<file path="src/rtl/tf_pkg.sv">
package tf_pkg;
  typedef enum logic [1:0] {
    PL_A = 2'd0,
    PL_B = 2'd1,
    PL_C = 2'd2,
    PL_X = 2'd3
  } plane_e;
endpackage

</file>
<file path="src/rtl/tf_bitarray.sv">
// Occupancy bit per coordinate bin; optionally stored mirrored.
module tf_bitarray #(
  parameter int CW      = 6,
  parameter bit MIRROR  = 1'b0,
  localparam int N      = 1 << CW
) (
  input  logic          clk,
  input  logic          rst_n,
  input  logic          clr,
  input  logic          wr_en,
  input  logic [CW-1:0] wr_coord,
  output logic [N-1:0]  bits
);
  logic [N-1:0] onehot;
  logic [N-1:0] set_vec;

  always_comb begin
    onehot = '0;
    onehot[wr_coord] = 1'b1;
  end

  generate
    if (MIRROR) begin : g_mirror
      always_comb set_vec = {<<{onehot}};
    end else begin : g_plain
      always_comb set_vec = onehot;
    end
  endgenerate

  always_ff @(posedge clk) begin
    if (!rst_n)      bits <= '0;
    else if (clr)    bits <= '0;
    else if (wr_en)  bits <= bits | set_vec;
  end
endmodule

</file>
<file path="src/rtl/tf_shifter.sv">
// Logarithmic right barrel shifter, one stage per amount bit.
module tf_shifter #(
  parameter int IW = 200,
  parameter int SW = 7,
  parameter int OW = 66
) (
  input  logic [IW-1:0] din,
  input  logic [SW-1:0] amt,
  output logic [OW-1:0] dout
);
  logic [IW-1:0] stg [SW+1];

  assign stg[0] = din;
  generate
    for (genvar s = 0; s < SW; s++) begin : g_stage
      assign stg[s+1] = amt[s] ? (stg[s] >> (1 << s)) : stg[s];
    end
  endgenerate
  assign dout = stg[SW][OW-1:0];
endmodule

</file>
<file path="src/rtl/tf_coinc.sv">
// The single shared bank of coincidence gates over the tolerance window.
module tf_coinc #(
  parameter int CW  = 6,
  parameter int WIN = 1,
  localparam int N  = 1 << CW,
  localparam int K  = 2 * WIN + 1,
  localparam int QW = N + 2 * WIN
) (
  input  logic [N-1:0]   a_bits,
  input  logic [QW-1:0]  c_aligned,
  output logic [N*K-1:0] match_map
);
  // map bit a*K+k pairs A bin a with C bin 2b - a + (k - WIN)
  generate
    for (genvar a = 0; a < N; a++) begin : g_bin
      for (genvar k = 0; k < K; k++) begin : g_off
        assign match_map[a*K+k] = a_bits[a] & c_aligned[a + 2*WIN - k];
      end
    end
  endgenerate
endmodule

</file>
<file path="src/rtl/tf_emit.sv">
// Holds the match map of one centre hit and drains it lowest index first.
module tf_emit #(
  parameter int CW  = 6,
  parameter int WIN = 1,
  localparam int N  = 1 << CW,
  localparam int K  = 2 * WIN + 1,
  localparam int MW = N * K,
  localparam int IW = $clog2(MW)
) (
  input  logic          clk,
  input  logic          rst_n,
  input  logic          clr,
  input  logic          load,
  input  logic [MW-1:0] load_map,
  input  logic [CW-1:0] load_b,
  input  logic          pop,
  output logic          busy,
  output logic [CW-1:0] out_a,
  output logic [CW-1:0] out_c,
  output logic [CW-1:0] out_b
);
  logic [MW-1:0] pend;
  logic [CW-1:0] b_q;
  logic [IW-1:0] sel;

  always_comb begin
    int cv;
    sel   = '0;
    out_a = '0;
    cv    = 0;
    for (int a = N - 1; a >= 0; a--) begin
      for (int k = K - 1; k >= 0; k--) begin
        if (pend[a*K+k]) begin
          sel   = IW'(a * K + k);
          out_a = CW'(a);
          cv    = 2 * int'(b_q) - a + k - WIN;
        end
      end
    end
    out_c = CW'(cv);
  end

  assign busy  = |pend;
  assign out_b = b_q;

  always_ff @(posedge clk) begin
    if (!rst_n) begin
      pend <= '0;
      b_q  <= '0;
    end else if (clr) begin
      pend <= '0;
    end else if (load) begin
      pend <= load_map;
      b_q  <= load_b;
    end else if (pop) begin
      pend[sel] <= 1'b0;
    end
  end
endmodule

</file>
<file path="src/rtl/tf_triplet_finder.sv">
module tf_triplet_finder #(
  parameter int CW  = 6,
  parameter int WIN = 1
) (
  input  logic          clk,
  input  logic          rst_n,
  input  logic          clear,
  input  logic          start,
  input  logic          hit_valid,
  output logic          hit_ready,
  input  logic [1:0]    hit_plane,
  input  logic [CW-1:0] hit_coord,
  output logic          trip_valid,
  input  logic          trip_ready,
  output logic [CW-1:0] trip_a,
  output logic [CW-1:0] trip_c,
  output logic [CW-1:0] trip_b
);
  import tf_pkg::*;

  localparam int N   = 1 << CW;
  localparam int K   = 2 * WIN + 1;
  localparam int QW  = N + 2 * WIN;
  localparam int OFF = N + WIN;
  localparam int PW  = 3 * N + 2 * WIN;
  localparam int SHW = CW + 1;

  logic          match_q;
  logic          busy;
  logic          acc;
  logic          wr_a, wr_c, load;
  logic [N-1:0]  a_bits, c_mirror;
  logic [PW-1:0] padded;
  logic [SHW-1:0] amt;
  logic [QW-1:0] c_aligned;
  logic [N*K-1:0] match_map;
  plane_e        plane;

  assign plane     = plane_e'(hit_plane);
  assign hit_ready = !clear && !(match_q && busy);
  assign acc       = hit_valid && hit_ready;
  assign wr_a      = acc && !match_q && (plane == PL_A);
  assign wr_c      = acc && !match_q && (plane == PL_C);
  assign load      = acc &&  match_q && (plane == PL_B);

  always_ff @(posedge clk) begin
    if (!rst_n)      match_q <= 1'b0;
    else if (clear)  match_q <= 1'b0;
    else if (start)  match_q <= 1'b1;
  end

  tf_bitarray #(.CW(CW), .MIRROR(1'b0)) u_arr_a (
    .clk(clk), .rst_n(rst_n), .clr(clear),
    .wr_en(wr_a), .wr_coord(hit_coord), .bits(a_bits)
  );

  tf_bitarray #(.CW(CW), .MIRROR(1'b1)) u_arr_c (
    .clk(clk), .rst_n(rst_n), .clr(clear),
    .wr_en(wr_c), .wr_coord(hit_coord), .bits(c_mirror)
  );

  // Mirrored C pattern placed in a zero-padded field so that shifting
  // by 2N-1-2b lines bin 2b-a of C up with bin a of A.
  always_comb begin
    padded = '0;
    padded[OFF +: N] = c_mirror;
  end
  assign amt = SHW'(2 * N - 1) - {hit_coord, 1'b0};

  tf_shifter #(.IW(PW), .SW(SHW), .OW(QW)) u_shift (
    .din(padded), .amt(amt), .dout(c_aligned)
  );

  tf_coinc #(.CW(CW), .WIN(WIN)) u_coinc (
    .a_bits(a_bits), .c_aligned(c_aligned), .match_map(match_map)
  );

  tf_emit #(.CW(CW), .WIN(WIN)) u_emit (
    .clk(clk), .rst_n(rst_n), .clr(clear),
    .load(load), .load_map(match_map), .load_b(hit_coord),
    .pop(trip_valid && trip_ready), .busy(busy),
    .out_a(trip_a), .out_c(trip_c), .out_b(trip_b)
  );

  assign trip_valid = busy;
endmodule

</file>
<file path="config.mk">
export PLATFORM = sky130hd
export DESIGN_NAME = tf_triplet_finder
export DESIGN_NICKNAME = d
export VERILOG_FILES = /design/src/rtl/tf_pkg.sv /design/src/rtl/tf_bitarray.sv /design/src/rtl/tf_shifter.sv /design/src/rtl/tf_coinc.sv /design/src/rtl/tf_emit.sv /design/src/rtl/tf_triplet_finder.sv
export SDC_FILE = /design/constraint.sdc
export NUM_CORES = 2
export LEC_CHECK = 0
export CAP_MARGIN = 20
export CORE_MARGIN = 2
export CORE_UTILIZATION = 30
export CTS_BUF_LIST = sky130_fd_sc_hd__clkbuf_4
export DETAILED_ROUTE_END_ITERATION = 8
export SLEW_MARGIN = 20
export SYNTH_ARGS = -nofsm -noshare
export SYNTH_HDL_FRONTEND = slang
export SYNTH_HIERARCHICAL = 1
export SYNTH_SLANG_ARGS = --single-unit
</file>
<file path="constraint.sdc">
create_clock -name clk -period 5.4 [get_ports clk]
set_input_delay 0.54 -clock clk [delete_from_list [all_inputs] [get_ports clk]]
set_output_delay 0.54 -clock clk [all_outputs]
set_load 0.02 [all_outputs]
</file>
==> results.toml <==
[die]
rows = 136
ios = 34
die-area_mm2 = 0.1421
core_mm2 = 0.1378
die_h_um = 376.9
start_util = 0.3027
die_w_um = 376.9

[pwr]
comb_power_share = 0.278
p_int_mw = 4.326
irDropWorstVdd_uv = 171.5
powerDensity_mw_per_mm2 = 134.1
swShare = 0.3634
leakagePower_nw = 20.14
p_seq_frac = 0.355
p_sw_mw = 2.469
clkPwrFrac = 0.367

[yosys]
synth_top_area_frac = 0.1569
yosysTopAreaCell = "dfxtp_1"
ys.flop_type = "dfxtp_1"
ys_seq_elements = 327
synth_area_per_cell_um2 = 7.381
ys_warn_count = 6
yosys-top-cells-area = "dfxtp_1 (16%), mux4_2 (9.8%), nor2_1 (5.3%)"
synth_seq_area_share = 0.1569
ys_types = 111
syn_area_mm2 = 0.04172
synth_async_sr_flop_share = 0
synth_edf_count = 0
synth_cells = 5652

[worst_setup_path]
cp-start-kind = "flip-flop"
slowest_stage = "clkdlybuf4s50_1"
worstPathArrival_ns = 4.85
rr_worst_depth = 12
cp_max_fo = 13
path_depth = 11
max_stage_delay_ns = 0.61
required_ns = 4.86
end_kind = "output pin"
path_buf_inv = 3
worstPathCellList = "nor3_1 -> o211ai_1 -> nor3_1 -> o21ai_0 -> a2111oi_2 -> buf_4 -> o211ai_1 -> buf_4 -> a41oi_1 -> o221a_2 -> clkdlybuf4s50_1"
critPathKind = "flip-flop to output pin"
crit_family = "compound AO/OA/AOI/OAI gates"

[clocking]
htree_levels = 3
clockRootBuffer = "clkbuf_4"
insertion_delay_ns = 1.02
cts_tree = "built"
holdBufCountCts = 0
numCtsBuffers = 96
path_clk_slew_ns = 0.06
ctsLongestPathBuffers = 3
clock_sinks = 327

[finish]
area_growth_syn_to_layout_pct = 21.45
fillCellCount = 15020
final_cell_area_mm2 = 0.05066
seq_area_mm2 = 0.006565
layout-drive-gt1-share = 0.2037
nNetsFinal = 6392
multiInputGateArea_mm2 = 0.03521

[route]
ant_nets = 0
vias_per_cell = 6.332
wl_per_cell_um = 35.36
drt_iter0_markers = 6289
wirelength_um = 291000
num_vias = 52120
remaining_drc_errors = 0
drt-pass1-iter-count = 9

[worst_hold_path]
min_path_type = "primary input to flip-flop"
holdPathStages = 3

[global_routing]
antenna_found_initial = 9
grt_first_pass_wirelength_um = 398400
grt_overflow = 0
grt_start_max_net_pins = 166
grt_util_all_layers = 0.3978
grt_pass1_vias = 49230

[sta]
fin_crit_sh = 0.9979
tightest_slew_ns = 1.269
hold_violations = 0
clock_skew_ns = 0.1716
final.setup.tns_ns = 0
slew_headroom = 0.1501
drv_slew = 0
rsz0062_at_grt = "true"
period_needed_ns = 5.389
setup_viol = 0
fmax_ghz = 0.1856

[placed_design]
placed_area_mm2 = 0.04856
dp_hpwl_um = 239400
io_buffers = 33
place_congestion = 1.073

[run_status]
status = "finished clean"

[job]
maxCapViolCount = 0
==> worst paths after layout <==
| check | startpoint | to | slack, ns |
|---|---|---|---|
| worst max-delay path | u_emit/pend[93] | trip_c[0] | 0.01 |
| worst min register to register | u_arr_a/bits[29] | u_arr_a/bits[29] | 0.50 |
| worst min-delay path | start | match_q | 0.22 |
| worst max register to register | u_emit/pend[113] | u_emit/pend[25] | 0.73 |
==> registers in the layout, summed over array words and instances (netlist names) <==
register	count
u_arr_c/bits	64
u_arr_a/bits	64
match_q	1
u_emit/pend	192
u_emit/out_b	6
==> power by group through the flow <==
stage          Clock (mW)  Combinational [mW]  Sequential [mW]
2_1_floorplan           0                1.02             2.47
3_3_place_gp            0                1.68             2.47
3_5_place_dp            0                1.68             2.47
4_1_cts              2.54                1.68             2.41
5_1_grt              2.66                1.95             2.41
6_report             2.49                1.89             2.41
==> synthesized netlist by cell type, drive strengths merged, types with 64 or more instances <==
cell type	instances
a211oi	97
o22ai	127
mux4	182
o21ai	324
o211ai	132
a22oi	102
a21oi	437
mux2i	178
nand2	550
inv	97
nand3	129
nor2	597
nor3	154
mux2	130
buf	183
dfxtp	327
or2	76
nand4	64
clkbuf	365
nor4	110
and2	224
==> area by class of cell <==
type / instances / area share
Sequential cell: 327 / 0.1296
Clock inverter: 29 / 0.003951
Antenna cell: 7 / 0.0003457
Multi-Input combinational cell: 5235 / 0.6950
Timing Repair Buffer: 598 / 0.09794
Inverter: 100 / 0.007977
Clock buffer: 141 / 0.02089
Tap cell: 1794 / 0.04430
==> logic make-up (layout without fill, tap and decap cells) <==
group,count (synthesis),after routing,share of synthesized area
xor gates and xnor gates,73,73,0.01533
buffers and inverters,648,868,0.06658
adders and majority gates,20,20,0.005999
AOI/OAI and AO/OA,1905,1905,0.3109
muxes,490,490,0.1761
other,2,567,0.0001800
and+or+nand+nor,2187,2187,0.2680
DFF,327,327,0.1569
==> metrics by stage <==
stage                     worst slack (ns)    util  hold WS (ns)  std cells  total power, mW
after floorplan                     0.2606       -        0.4563       6210            3.489
after global placement             -0.7261  0.3521        0.4729       8034            4.152
after detailed placement           -0.1769  0.3523        0.4877       8037            4.143
after CTS                        -0.003842  0.3666        0.1524       8223            6.632
after global routing               -0.1076  0.3675        0.2205       8226            7.016
final                              0.01145  0.3676        0.2218       8231            6.795
==> tightest hold or removal path: stages <==
cell and delay, ns:
clkdlybuf4s50_1 0.40, nor2_1 0.12, nor3b_2 0.05
==> what timing repair did <==
item,in CTS,in global routing
resized for setup,141,30
cloned,1,0
setup endpoints to repair,7,8
setup buffers,15,1
pin swaps,13,6
==> layout by cell type, fill, tap and decap left out, types with 101 or more instances in the layout <==
master	Yosys	layout
nor2_1	593	589
conb_1	2	560
nand2_1	549	541
buf_4	20	530
a21oi_1	435	426
dfxtp_1	327	318
o21ai_0	305	296
and2_1	222	218
mux4_2	182	182
mux2i_1	178	177
nor3_1	145	142
clkbuf_4	0	141
o211ai_1	132	132
mux2_2	130	130
nand3_1	128	128
o22ai_1	127	126
a22oi_1	102	101
==> per-layer routing <==
| metal | vias to the layer above | wire length [µm] | track usage |
|---|---|---|---|
| met5 | - | 59 | 0 |
| met4 | 8 | 29420 | 0.3360 |
| met3 | 795 | 20450 | 0.05762 |
| met2 | 2897 | 133900 | 0.6527 |
| met1 | 25820 | 107200 | 0.4567 |
| li1 | 22600 | - | - |
Note: power is estimated with default switching activity, not from simulation.
